`src/rtl/mrb_pkg.sv`:
```
`timescale 1ns/1ps
package mrb_pkg;

  typedef enum logic [2:0] {
    ST_IDLE,
    ST_SETUP,
    ST_ADDR,
    ST_DATA,
    ST_END
  } seq_st_e;

  // ceil(min_ns / clk_ns), never below one cycle
  function automatic int unsigned settle_cycles(input int unsigned clk_ns,
                                                input int unsigned min_ns);
    int unsigned c;
    c = (min_ns + clk_ns - 1) / clk_ns;
    return (c == 0) ? 1 : c;
  endfunction

endpackage

```
`src/rtl/mrb_settle_timer.sv`:
```
`timescale 1ns/1ps
module mrb_settle_timer #(
  parameter int unsigned CYC = 4
) (
  input  logic clk_i,
  input  logic rst_ni,
  input  logic load_i,
  output logic expired_o
);
  localparam int unsigned CW = (CYC > 1) ? $clog2(CYC) : 1;

  logic [CW-1:0] cnt_q;

  always_ff @(posedge clk_i or negedge rst_ni) begin
    if (!rst_ni)             cnt_q <= '0;
    else if (load_i)         cnt_q <= CW'(CYC - 1);
    else if (cnt_q != '0)    cnt_q <= cnt_q - 1'b1;
  end

  assign expired_o = (cnt_q == '0);
endmodule

```
`src/rtl/mrb_vote_tracker.sv`:
```
`timescale 1ns/1ps
module mrb_vote_tracker #(
  parameter int unsigned W = 5,
  parameter int unsigned N = 5
) (
  input  logic         clk_i,
  input  logic         rst_ni,
  input  logic         clr_i,
  input  logic         push_i,
  input  logic [W-1:0] sample_i,
  output logic         accept_o
);
  localparam int unsigned IW   = $clog2(N + 1);
  localparam int unsigned NEED = N / 2;

  logic [W-1:0]  hist_q [N];
  logic [IW-1:0] idx_q;
  logic [N-1:0]  hit;
  logic [IW-1:0] hits;

  for (genvar j = 0; j < N; j++) begin : g_cmp
    assign hit[j] = (IW'(j) < idx_q) && (hist_q[j] == sample_i);
  end

  always_comb begin
    hits = '0;
    for (int j = 0; j < N; j++) hits = hits + IW'(hit[j]);
  end

  // accept on agreement, or when this is the final permitted sample
  assign accept_o = (hits >= IW'(NEED)) || (idx_q >= IW'(N - 1));

  always_ff @(posedge clk_i or negedge rst_ni) begin
    if (!rst_ni) begin
      idx_q <= '0;
      for (int j = 0; j < N; j++) hist_q[j] <= '0;
    end else if (clr_i) begin
      idx_q <= '0;
    end else if (push_i && (idx_q < IW'(N))) begin
      hist_q[idx_q] <= sample_i;
      idx_q         <= idx_q + 1'b1;
    end
  end
endmodule

```
`src/rtl/mrb_verify_map.sv`:
```
`timescale 1ns/1ps
module mrb_verify_map #(
  parameter int unsigned W       = 5,
  parameter int unsigned SET_BIT = 4,
  parameter int unsigned GET_BIT = 3
) (
  input  logic [W-1:0] addr_i,
  output logic         is_set_o,
  output logic [W-1:0] chk_addr_o
);
  localparam logic [W-1:0] SET_M = W'(1) << SET_BIT;
  localparam logic [W-1:0] GET_M = W'(1) << GET_BIT;

  assign is_set_o   = addr_i[SET_BIT];
  assign chk_addr_o = (addr_i & ~SET_M) | GET_M;
endmodule

```
`src/rtl/mux_reg_bus_master.sv`:
```
`timescale 1ns/1ps
module mux_reg_bus_master
  import mrb_pkg::*;
#(
  parameter int unsigned DW        = 5,
  parameter int unsigned VOTES     = 5,
  parameter int unsigned CLK_NS    = 20,
  parameter int unsigned SETTLE_NS = 70,
  parameter int unsigned SET_BIT   = 4,
  parameter int unsigned GET_BIT   = 3
) (
  input  logic          clk_i,
  input  logic          rst_ni,
  input  logic          start_i,
  input  logic          we_i,
  input  logic [DW-1:0] addr_i,
  input  logic [DW-1:0] wdata_i,
  output logic          done_o,
  output logic          fail_o,
  output logic [DW-1:0] rdata_o,
  output logic          cs_no,
  output logic          rw_o,
  output logic          ad_sel_o,
  output logic [DW-1:0] bus_o,
  output logic [DW-1:0] bus_oe_o,
  input  logic [DW-1:0] bus_i
);
  localparam int unsigned SETTLE_CYC = settle_cycles(CLK_NS, SETTLE_NS);
  localparam int unsigned TW         = $clog2(VOTES + 1);

  seq_st_e       st_q;
  logic          op_wr_q, we_q, acc_ok_q, done_q, fail_q;
  logic [DW-1:0] addr_q, wdata_q, acc_addr_q, smp_q, rdata_q;
  logic [TW-1:0] try_q;

  logic          tmr_load, tmr_exp, vote_push, vote_clr, vote_ok;
  logic          is_set;
  logic [DW-1:0] chk_addr;

  assign tmr_load  = (st_q == ST_SETUP) || (st_q == ST_ADDR && tmr_exp);
  assign vote_push = (st_q == ST_DATA) && tmr_exp && !op_wr_q;
  assign vote_clr  = (st_q == ST_IDLE) || op_wr_q;

  mrb_settle_timer #(.CYC(SETTLE_CYC)) u_timer (
    .clk_i     (clk_i),
    .rst_ni    (rst_ni),
    .load_i    (tmr_load),
    .expired_o (tmr_exp)
  );

  mrb_vote_tracker #(.W(DW), .N(VOTES)) u_vote (
    .clk_i    (clk_i),
    .rst_ni   (rst_ni),
    .clr_i    (vote_clr),
    .push_i   (vote_push),
    .sample_i (bus_i),
    .accept_o (vote_ok)
  );

  mrb_verify_map #(.W(DW), .SET_BIT(SET_BIT), .GET_BIT(GET_BIT)) u_map (
    .addr_i     (addr_q),
    .is_set_o   (is_set),
    .chk_addr_o (chk_addr)
  );

  always_ff @(posedge clk_i or negedge rst_ni) begin
    if (!rst_ni) begin
      st_q       <= ST_IDLE;
      op_wr_q    <= 1'b0;
      we_q       <= 1'b0;
      acc_ok_q   <= 1'b0;
      done_q     <= 1'b0;
      fail_q     <= 1'b0;
      addr_q     <= '0;
      wdata_q    <= '0;
      acc_addr_q <= '0;
      smp_q      <= '0;
      rdata_q    <= '0;
      try_q      <= '0;
    end else begin
      done_q <= 1'b0;
      unique case (st_q)
        ST_IDLE: if (start_i) begin
          addr_q     <= addr_i;
          wdata_q    <= wdata_i;
          we_q       <= we_i;
          op_wr_q    <= we_i;
          acc_addr_q <= addr_i;
          try_q      <= '0;
          st_q       <= ST_SETUP;
        end
        ST_SETUP: st_q <= ST_ADDR;
        ST_ADDR:  if (tmr_exp) st_q <= ST_DATA;
        ST_DATA:  if (tmr_exp) begin
          if (!op_wr_q) begin
            smp_q    <= bus_i;
            acc_ok_q <= vote_ok;
          end
          st_q <= ST_END;
        end
        ST_END: begin
          if (op_wr_q) begin
            try_q <= try_q + 1'b1;
            if (is_set) begin
              op_wr_q    <= 1'b0;
              acc_addr_q <= chk_addr;
              st_q       <= ST_SETUP;
            end else begin
              done_q <= 1'b1;
              fail_q <= 1'b0;
              st_q   <= ST_IDLE;
            end
          end else if (!acc_ok_q) begin
            st_q <= ST_SETUP;
          end else if (we_q) begin
            if (smp_q == wdata_q) begin
              done_q <= 1'b1;
              fail_q <= 1'b0;
              st_q   <= ST_IDLE;
            end else if (try_q >= TW'(VOTES)) begin
              done_q <= 1'b1;
              fail_q <= 1'b1;
              st_q   <= ST_IDLE;
            end else begin
              op_wr_q    <= 1'b1;
              acc_addr_q <= addr_q;
              st_q       <= ST_SETUP;
            end
          end else begin
            rdata_q <= smp_q;
            done_q  <= 1'b1;
            fail_q  <= 1'b0;
            st_q    <= ST_IDLE;
          end
        end
        default: st_q <= ST_IDLE;
      endcase
    end
  end

  logic in_acc, drv_phase;
  assign in_acc    = (st_q == ST_ADDR) || (st_q == ST_DATA);
  assign drv_phase = (st_q == ST_SETUP) || (st_q == ST_ADDR) ||
                     ((st_q == ST_DATA) && op_wr_q);

  assign cs_no    = !in_acc;
  assign rw_o     = !(op_wr_q && ((st_q == ST_SETUP) || in_acc));
  assign ad_sel_o = (st_q == ST_DATA);
  assign bus_oe_o = {DW{drv_phase}};
  assign bus_o    = ((st_q == ST_DATA) && op_wr_q) ? wdata_q : acc_addr_q;
  assign done_o   = done_q;
  assign fail_o   = fail_q;
  assign rdata_o  = rdata_q;
endmodule

```
`config.mk`:
```
export PLATFORM = sky130hd
export DESIGN_NAME = mux_reg_bus_master
export DESIGN_NICKNAME = d
export VERILOG_FILES = /design/src/rtl/mrb_pkg.sv /design/src/rtl/mrb_settle_timer.sv /design/src/rtl/mrb_vote_tracker.sv /design/src/rtl/mrb_verify_map.sv /design/src/rtl/mux_reg_bus_master.sv
export SDC_FILE = /design/constraint.sdc
export NUM_CORES = 1
export LEC_CHECK = 0
export ABC_AREA = 0
export CAP_MARGIN = 15
export CORE_MARGIN = 5
export CORE_UTILIZATION = 60
export CTS_BUF_LIST = sky130_fd_sc_hd__clkbuf_8
export CTS_CLUSTER_SIZE = 10
export DETAILED_ROUTE_END_ITERATION = 7
export DONT_BUFFER_PORTS = 1
export GPL_TIMING_DRIVEN = 0
export PLACE_DENSITY = 0.76
export SLEW_MARGIN = 20
export SYNTH_ARGS = -nofsm -noshare
export SYNTH_HDL_FRONTEND = slang
export SYNTH_HIERARCHICAL = 1
export SYNTH_SLANG_ARGS = --single-unit
```
`constraint.sdc`:
```
create_clock -name clk_i -period 6.35 [get_ports clk_i]
set_input_delay 1.27 -clock clk_i [delete_from_list [all_inputs] [get_ports clk_i]]
set_output_delay 1.27 -clock clk_i [all_outputs]
set_load 0.005 [all_outputs]
```
**Yosys cells after proc, flatten, opt, wreduce, memory -nomap -nowiden**

Index checks and enable logic that the tools add are counted.
Widths: inputs -> output; s select.

- Latch bits: 0
- RAM bits: 0
- Word-level logic and storage cells: 149
- Bits of input ports: 19
- ROM bits: 0
- Memories: 0
- Flip-flop bits (word level): 66
- Output and inout port bits: 20

- Muxes and demuxes: 49
- Div/mod/pow operators: 0
- Reductions and logical operators: 38
- Shifts and indexed selects: 0
- Order comparisons: 11
- Equal/unequal tests: 21
- Bitwise gates (word level): 4
- Add/sub/neg operators: 7
- $mul: 0

Operator list:

| cell | number |
|---|---|
| $mux 5 | 9 |
| $eq 5x5->1 | 6 |
| $mux 3 | 10 |
| $bwmux 25 | 1 |
| $mux 1 | 22 |
| $demux 5 s3 | 1 |
| $ne 3x3->1 const B | 5 |
| $pmux 3 s5 | 1 |
| $logic_and 1x1->1 | 12 |
| $pmux 5 s2 | 1 |
| $reduce_bool 2->1 | 5 |
| $add 3x1->3 | 3 |
| $reduce_and 3->1 | 3 |
| $ne 2x2->1 const B | 4 |
| $reduce_and 4->1 | 2 |
| $logic_or 1x1->1 | 7 |
| $reduce_and 7->1 | 1 |
| $add 3x1->3 const B | 2 |
| $eq 3x2->1 const B | 2 |
| $ge 3x3->1 const B | 2 |
| $lt 1x3->1 const A | 2 |
| $lt 2x3->1 const A | 2 |
| $pmux 3 s2 | 1 |
| $reduce_and 2->1 | 3 |
| other kinds (18) | 23 |

**Logic depth before layout (Yosys ltp)**

Gate-level depths: netlist (run 1).

- Word-level depth: 8
- Gate-level depth with buffers: 10

**Modules after synthesis**

The synthesis (run 1) kept the hierarchy.

By module, submodules not included:

| module | area each (sq um) | cells an instance | instances | seq. area each (sq um) |
|---|---|---|---|---|
| mux_reg_bus_master | 1893.1 | 165 | 1 | 900.9 |
| mrb_vote_tracker | 1524.0 | 128 | 1 | 700.7 |
| mrb_settle_timer | 97.6 | 9 | 1 | 50.0 |
| mrb_verify_map | 52.6 | 8 | 1 | 0.0 |

**Worst setup path before layout (run 1)**

Ideal clock, no wire load.

- Kind: input port to flip-flop
- Start point: input bus_i[4]
- End point: register acc_ok_q
- Buffers on the path: 1
- Stages on the path: 10
- Data arrival time: 3.331 ns
- Path slack: 2.892 ns
- Required time: 6.222 ns
- Cell sequence: clkbuf_1 > xor2_1 > nor4_1 > nand3_1 > fa_1 > inv_1 > ha_1 > nor3b_1 > o21ai_0 > mux2_1

- Longest elaborated chain between the ends: 8

Ends and longest elaborated chain:

| what | line | source |
|---|---|---|
| start: declaration | mux_reg_bus_master.sv:26 | `input logic [DW-1:0] bus_i` |
| $eq 5x5->1 | mrb_vote_tracker.sv:22 | `assign hit[j] = (IW'(j) < idx_q) && (hist_q[j] == sample_i);` |
| $logic_and 1x1->1 | mrb_vote_tracker.sv:22 |  |
| $add 1x1->2 | mrb_vote_tracker.sv:27 | `for (int j = 0; j < N; j++) hits = hits + IW'(hit[j]);` |
| $add 3x1->3 (2 in a row) | mrb_vote_tracker.sv:27 |  |
| $add 3x1->3 (*) | mrb_vote_tracker.sv:27 |  |
| $ge 3x2->1 (*) | mrb_vote_tracker.sv:31 | `assign accept_o = (hits >= IW'(NEED)) \|\| (idx_q >= IW'(N - 1));` |
| $logic_or 1x1->1 (*) | mrb_vote_tracker.sv:31 |  |
| via vote_ok | mux_reg_bus_master.sv:36 | `logic tmr_load, tmr_exp, vote_push, vote_clr, vote_ok;` |
| end signal: assignment | mux_reg_bus_master.sv:97 | `acc_ok_q <= vote_ok;` |
| end: declaration | mux_reg_bus_master.sv:32 | `logic op_wr_q, we_q, acc_ok_q, done_q, fail_q;` |

The timed path passes the listed nets; every way through them passes the cells marked *.
A chain may end at the register's enable or synchronous reset.

**Worst setup path after layout (run 1)**

- Start point: input bus_i[0]
- End point: register acc_ok_q

The elaborated chain is that of the path after synthesis.

==> results.md, run 1 <==
- Status: finished, final reports clean
- Num CTS Buffers: 9
- Most frequent cells in the layout: 66 x dfrtp_1, 48 x mux2_2, 15 x nor2_1, 15 x xnor2_1, 15 x xor2_1
- Gate power share: 0.360
- Worst Hold End: u_timer/cnt_q[1]
- CTS tree: done
- Internal power: 0.9620 mW
- Sequential area share after synthesis: 0.4630
- Post-layout instance count excluding filler cells: 401
- CORE AREA: 5851 sq um
- Clock-pin slew on the worst setup and hold paths: 0.07 ns
- Synth Area in Compound Gates: 0.06419
- H-tree Lvls: 3
- CP endpoint kind: flip-flop
- ANT nets after route: 0
- Yosys Warn Count: 6
- Hold Path Depth: 1
- Routability Congestion: 0.7789
- Hold Crit Class: flip-flop to flip-flop
- DIE WIDTH: 87.11 um
- FFs w/ async S/R, synth: 1.000
- Sequential cell area: 1652 sq um
- Fmax: 279.3 MHz
- Port bufs: 0
- Power per standard cell area: 382.3 nW/um^2
- Die H: 87.11 um
- Largest cells by area after synthesis: dfrtp_1 46%, mux2_2 15%, xnor2_1 3.7%
- Synth top area share: 0.4630
- Clk_skew: 0.006214 ns
- Post-synth EDFFs: 0
- RSZ-0062 raised after global routing: no
- Antenna cells: 0
- Worst reg2reg path depth: 10
- Nets@finish: 346
- Post-synth top area cell: dfrtp_1
- Synth cell types: 53
- Io pins: 39
- Tmin final: 3.581 ns
- Period utilization: 0.5639
- Post-layout util: 0.6550
- CP Class: input port to flip-flop
- TNS Setup: 0 ns
- Power, Total: 1.465 mW
- Detailed-route via count: 2259
- Worst path cell trace: clkbuf_1 > xor2_1 > nor4_1 > nand3_1 > fa_1 > inv_1 > ha_1 > nor3b_1 > o21ai_0 > mux2_1
- Vias in the first global route: 2358
- DRC Markers: 0
- Part of the power in registers: 0.430
- Antenna violations before repair: 0
- Post-CTS Hold Fix Bufs: 0
- Total net switching power: 0.5033 mW
- Critical path data required time: 6.57 ns
- Post-Synthesis Cell Area: 3567 sq um
- Simple-Gate Fraction of Synth Area: 0.1196
- WL/cell: 16.50 um
- PostCTS Resize Cnt: 0
- Family with the most delay on the worst path: simple AND/OR/NAND/NOR gates
- Avg Synthesized Cell Area: 11.51 sq um
- Post-synthesis mux area share: 0.1985
- First drt pass iteration count: 4
- Synth Flop Type: dfrtp_1
- Worst vdd ir: 214.1 uV
- Count of final setup violators: 0
- Startpoint Class: input port
- Slowest cell on the critical path: fa_1
- Num Clock Sinks: 66
- Buf/Inv on CP: 2
- Total GRT Usage: 0.1912
- First-pass GRT wire length: 11170 um
- Largest family of logic cells by synthesized area: multiplexers
- Dpl ws: 2.465 ns
- Worst skew pair latency: 0.34 ns
- Yosys reg bits: 66
- FF-to-FF setup slack: 3.48 ns
- Leak pwr: 1.712 nW
- Part of the power in the clock network: 0.211
- Iteration-0 DRC Markers: 78
- Hpwl dp: 4745 um
- Cell Rows: 28
- Hold Vio Cnt, Final: 0
- Synth Instances: 310
- Largest net degree at the start of global routing: 67
- Die Area: 7587 sq um
- Worst R2R Start: u_vote/idx_q[2]
- Layout cells sized above 1: 0.2883
- Xor/xnor cell area share of the yosys netlist: 0.07366
- Max-Cap Viols: 0
- Syn_nets: 335
- Initial Utilization: 0.6097
- CP peak stage delay: 0.51 ns
- Clk root buf: clkbuf_8
- Gr ovfl total: 0
- Max FO, Critical Path: 10
- Hold Startpoint: u_timer/cnt_q[1]
- Slew Viols, Final: 0
- Sw Ratio: 0.3435
- Final wirelength: 6615 um
- Synth Area in Adders: 0.02315
- Multi-input gate area: 1717 sq um
- Max clock buf depth: 2
- Area Overhead vs Synth: 7.436%
- Commonest non-fill, non-tap cell in the layout: dfrtp_1
- Setup ws final: 2.769 ns
- Post-CTS Setup Bufs: 0
- Worst slew margin: 0.6033
- Reg2reg end: acc_ok_q
- Via/cell ratio: 5.633
- Least-Margin Pin Slew: 0.5951 ns
- Dpl cells: 385
- Fill cells: 478
- Critical Path AT: 3.80 ns
-- through the flow --
| stage | area, sq um | hold WS, ns |
|---|---|---|
| 2_1_floorplan | 3567 | 0.4623 |
| 3_3_place_gp | 3661 | 0.4724 |
| 3_5_place_dp | 3661 | 0.4807 |
| 4_1_cts | 3832 | 0.4968 |
| 5_1_grt | 3832 | 0.5333 |
| 6_report | 3832 | 0.4952 |
-- Yosys cell counts, types with 3 or more instances --
cell      number
xor2_1        15
xnor2_1       15
ha_1           5
mux2_1         6
buf_4         12
nand3_1        7
clkbuf_1       6
nand2_1       13
mux2i_1       10
nand3b_1       3
nand4_1        3
nor2_1        15
inv_1         11
a21oi_1       11
o21ai_0        8
nor3_1         7
o21ai_1        3
dfrtp_1       66
mux2_2        48
buf_2          5
-- metal layers --
layer / part of all wire / up-vias / GRT usage / wire (um)
li1: - / 1087 / - / -
met5: 0 / - / 0 / 0
met3: 0.039 / 16 / 0.04068 / 258
met4: 0.026 / 0 / 0.1004 / 175
met2: 0.49 / 38 / 0.3112 / 3269
met1: 0.44 / 1118 / 0.2385 / 2912
-- layout make-up --
cell class	instances	share of cell area
inverter	12	0.01175
clock buffer	10	0.03591
multi-input combinational	207	0.4479
sequential	66	0.4309
clock inverter	6	0.008815
tap	75	0.02449
buffer	25	0.04016
-- power groups by stage --
| stage | sequential, mW | clock, mW | combinational (mW) |
|---|---|---|---|
| after floorplan | 0.611 | 0 | 0.452 |
| after global placement | 0.629 | 0 | 0.512 |
| after detailed placement | 0.636 | 0 | 0.530 |
| after CTS | 0.629 | 0.314 | 0.533 |
| after global routing | 0.644 | 0.335 | 0.575 |
| final | 0.629 | 0.309 | 0.527 |
-- registers in the layout, summed over array words and instances, names as in the netlist, 2 cells and up --
signal	count
u_vote/hist_q	25
acc_addr_q	5
addr_q	5
rdata_o	5
smp_q	5
wdata_q	5
st_q	3
try_q	3
u_vote/idx_q	3
u_timer/cnt_q	2
-- worst register-to-register path, cell delays in order (launching register included) --
cell,delay (ns)
dfrtp_1,0.53
buf_2,0.27
nor3_1,0.08
nor4_1,0.25
nand3_1,0.15
fa_1,0.56
inv_1,0.05
ha_1,0.18
nor3b_1,0.21
o21ai_0,0.15
mux2_1,0.32
-- worst max-delay path by stage --
stage	from	endpoint	slack, ns	depth (start not counted)
5_1_grt	bus_i[0]	acc_ok_q	2.65	10
2_1_floorplan	bus_i[4]	acc_ok_q	2.89	10
3_5_place_dp	bus_i[2]	acc_ok_q	2.47	10
6_report	bus_i[0]	acc_ok_q	2.77	10
4_1_cts	bus_i[0]	acc_ok_q	2.75	10
3_3_place_gp	bus_i[4]	acc_ok_q	2.50	10
-- kinds of logic (layout without fill, tap and decap cells) --
| logic type | after synthesis | count (layout) |
|---|---|---|
| compound gates | 34 | 34 |
| xor+xnor | 30 | 30 |
| fa+ha+maj | 6 | 6 |
| buf+inv | 37 | 53 |
| flops | 66 | 66 |
| mux | 64 | 64 |
| other cells | 2 | 2 |
| simple gates | 71 | 71 |
No activity file was read; power rests on OpenSTA's default activity.
==> run 2, diff against run 1 <==
--- a/config.mk
+++ b/config.mk
@@ -5,7 +5,7 @@
 export SDC_FILE = /design/constraint.sdc
 export NUM_CORES = 1
 export LEC_CHECK = 0
-export ABC_AREA = 0
+export ABC_AREA = 1
 export CAP_MARGIN = 15
 export CORE_MARGIN = 5
 export CORE_UTILIZATION = 60
@@ -14,7 +14,7 @@
 export DETAILED_ROUTE_END_ITERATION = 7
 export DONT_BUFFER_PORTS = 1
 export GPL_TIMING_DRIVEN = 0
-export PLACE_DENSITY = 0.76
+export PLACE_DENSITY = 0.79
 export SLEW_MARGIN = 20
 export SYNTH_ARGS = -nofsm -noshare
 export SYNTH_HDL_FRONTEND = slang
==> constraint.sdc (replaced) <==
create_clock -name clk_i -period 3.1 [get_ports clk_i]
set_input_delay 0.62 -clock clk_i [delete_from_list [all_inputs] [get_ports clk_i]]
set_output_delay 0.62 -clock clk_i [all_outputs]
set_load 0.005 [all_outputs]
==> results.md, run 2 <==
- Die Area: 7790 sq um
- Synth Flop Type: dfrtp_1
- Synth Instances: 473
- Detailed-route via count: 3106
- Post-synth EDFFs: 0
- Max clock buf depth: 2
- Metal1 wirelength: 3674 um
- FFs w/ async S/R, synth: 1.000
- Worst skew pair latency: 0.34 ns
- Top routing layer in use: met4
- Total GRT Usage: 0.2238
- Tmin final: 2.495 ns
- Clk_skew: 0.01287 ns
- Syn_nets: 498
- Post-Synthesis Cell Area: 3675 sq um
- Most frequent cells in the layout: 156 x nand2_1, 66 x dfrtp_1, 46 x inv_1, 41 x o21ai_0, 33 x nor2_1
- First drt pass iteration count: 5
- Worst vdd ir: 495.6 uV
- Num CTS Buffers: 9
- Synth top cells by count: 156 x nand2_1, 66 x dfrtp_1, 43 x inv_1, 41 x o21ai_0, 33 x nor2_1
- PostCTS Resize Cnt: 0
- Vias in the first global route: 2995
- Hpwl dp: 5636 um
- Yosys Warn Count: 6
- Most flop-heavy register: u_vote/hist_q
- ANT nets after route: 0
- Final wirelength: 7821 um
- Sequential area share after synthesis: 0.4494
- WL/cell: 13.87 um
- Antenna cells: 0
- Critical path data required time: 3.32 ns
- Initial Utilization: 0.6170
- Clock-pin slew on the worst setup and hold paths: 0.07 ns
- Largest cells by area after synthesis: dfrtp_1 45%, nand2_1 16%, o21ai_0 5.6%
- Power per standard cell area: 789.2 nW/um^2
- RSZ-0062 raised after global routing: no
- Setup ws final: 0.6050 ns
- Fmax: 400.8 MHz
- Met3 wire len: 659 um
- Startpoint Class: input port
- Hold Vio Cnt, Final: 0
- Metal2 WL: 3394 um
- Critical Path AT: 2.72 ns
- Post-synth top area cell: dfrtp_1
- Synth top area share: 0.4494
- CTS tree: done
- Period utilization: 0.8048
- Yosys reg bits: 66
- Antenna violations before repair: 0
- Max FO, Critical Path: 8
- Io pins: 39
- Num Clock Sinks: 66
- Gr ovfl total: 0
- Most numerous cell in the Yosys netlist: nand2_1
- Cell Rows: 28
- Layout cells sized above 1: 0.1391
- Slew Viols, Final: 0
- Dpl ws: 0.2764 ns
- Die H: 88.26 um
- DIE WIDTH: 88.26 um
- CP Class: input port to flip-flop
- Largest register FFs: 25
- Synth cell types: 33
- Nets@finish: 510
- Iteration-0 DRC Markers: 215
- Commonest non-fill, non-tap cell in the layout: nand2_1
- CP endpoint kind: flip-flop
- DRC Markers: 0
- Max-Cap Viols: 0
- H-tree Lvls: 3
- Hold Crit Class: input port to async pin
- Clk root buf: clkbuf_8
- Routability Congestion: 0.8834
- Avg Synthesized Cell Area: 7.769 sq um
- Post-CTS Setup Bufs: 0
- Leak pwr: 2.044 nW
- Count of final setup violators: 0
- Via/cell ratio: 5.507
- Port bufs: 0
- Largest net degree at the start of global routing: 67
- CORE AREA: 5956 sq um
- Status: finished, final reports clean
- First-pass GRT wire length: 13630 um
- TNS Setup: 0 ns
- Area Overhead vs Synth: 7.457%
-- run 2: cell types whose count changed after synthesis, sizes merged, moves of 11 or more --
cell   delta
nand2   +146
nand4    +20
inv      +40
mux2     -52
nand3    +12
o21ai    +32
xnor2    -11
nor2     +25
-- run 2: path summary, 6_finish.rpt --
kind | start | to | slack, ns | cells after the start
min in group clk_i | addr_i[0] | addr_q[0] | 0.39 | 2
hold / removal | rst_ni | addr_q[4] | 0.14 | 1
setup reg to reg | u_vote/hist_q[21] | acc_ok_q | 0.73 | 12
max in group asynchronous | rst_ni | u_vote/hist_q[10] | 2.68 | 1
hold reg to reg | acc_addr_q[0] | acc_addr_q[0] | 0.48 | 2
setup / recovery | bus_i[2] | acc_ok_q | 0.61 | 15
-- run 2: area by class of cell --
class	instances	area [sq um]
Inverter	53	203.9
Clock inverter	6	28.78
Multi-Input combinational cell	332	1677
Timing Repair Buffer	1	27.53
Fill cell	506	2007
Tap cell	75	93.84
Buffer	22	142.6
Clock buffer	9	123.9
Sequential cell	66	1652
-- run 2: what timing repair did --
item	in CTS	in global routing
endpoints found under the hold margin	66	0
hold buffers	1	0
setup endpoints to repair	0	0
-- run 2: worst max-delay path: stages --
cell and delay [ns]:
buf_2 0.21, inv_1 0.20, nand2_1 0.10, nand2_1 0.05
nor2_1 0.11, nand4_1 0.15, fa_1 0.57, inv_1 0.04
ha_1 0.27, nand2_1 0.07, nor2_1 0.04, nand3_1 0.09
nand2_1 0.06, nand2_1 0.06, o21ai_0 0.07
-- run 2: stage by stage --
| step | hold slack, ns | utilization | total power, mW | cell area, sq um | std cells |
|---|---|---|---|---|---|
| floorplan | 0.3244 | - | 2.271 | 3675 | 473 |
| global placement | 0.3264 | 0.6328 | 2.471 | 3769 | 548 |
| detailed placement | 0.3260 | 0.6328 | 2.523 | 3769 | 548 |
| CTS | 0.1644 | 0.6630 | 3.130 | 3949 | 564 |
| global route | 0.1647 | 0.6630 | 3.385 | 3949 | 564 |
| finish | 0.1380 | 0.6630 | 3.116 | 3949 | 564 |
-- run 2: kinds of logic after synthesis --
group | Yosys count | share of synthesized area
DFF | 66 | 0.4494
muxes | 2 | 0.006128
and+or+nand+nor | 248 | 0.3115
other | 2 | 0.002044
AOI/OAI and AO/OA | 64 | 0.09023
buffers and inverters | 75 | 0.09431
adders and majority gates | 6 | 0.02247
xor gates and xnor gates | 10 | 0.02383
-- run 2: metal layers --
metal | vias to the layer above | track usage
met4 | 0 | 0.08654
met3 | 11 | 0.05680
met5 | - | 0
li1 | 1528 | -
met1 | 1467 | 0.3240
met2 | 100 | 0.3249
-- run 2: report_power, final --
group	switching [mW]	internal [mW]
registers	0.220	1.14
logic	0.716	0.463
clock network	0.306	0.274
total	1.24	1.87
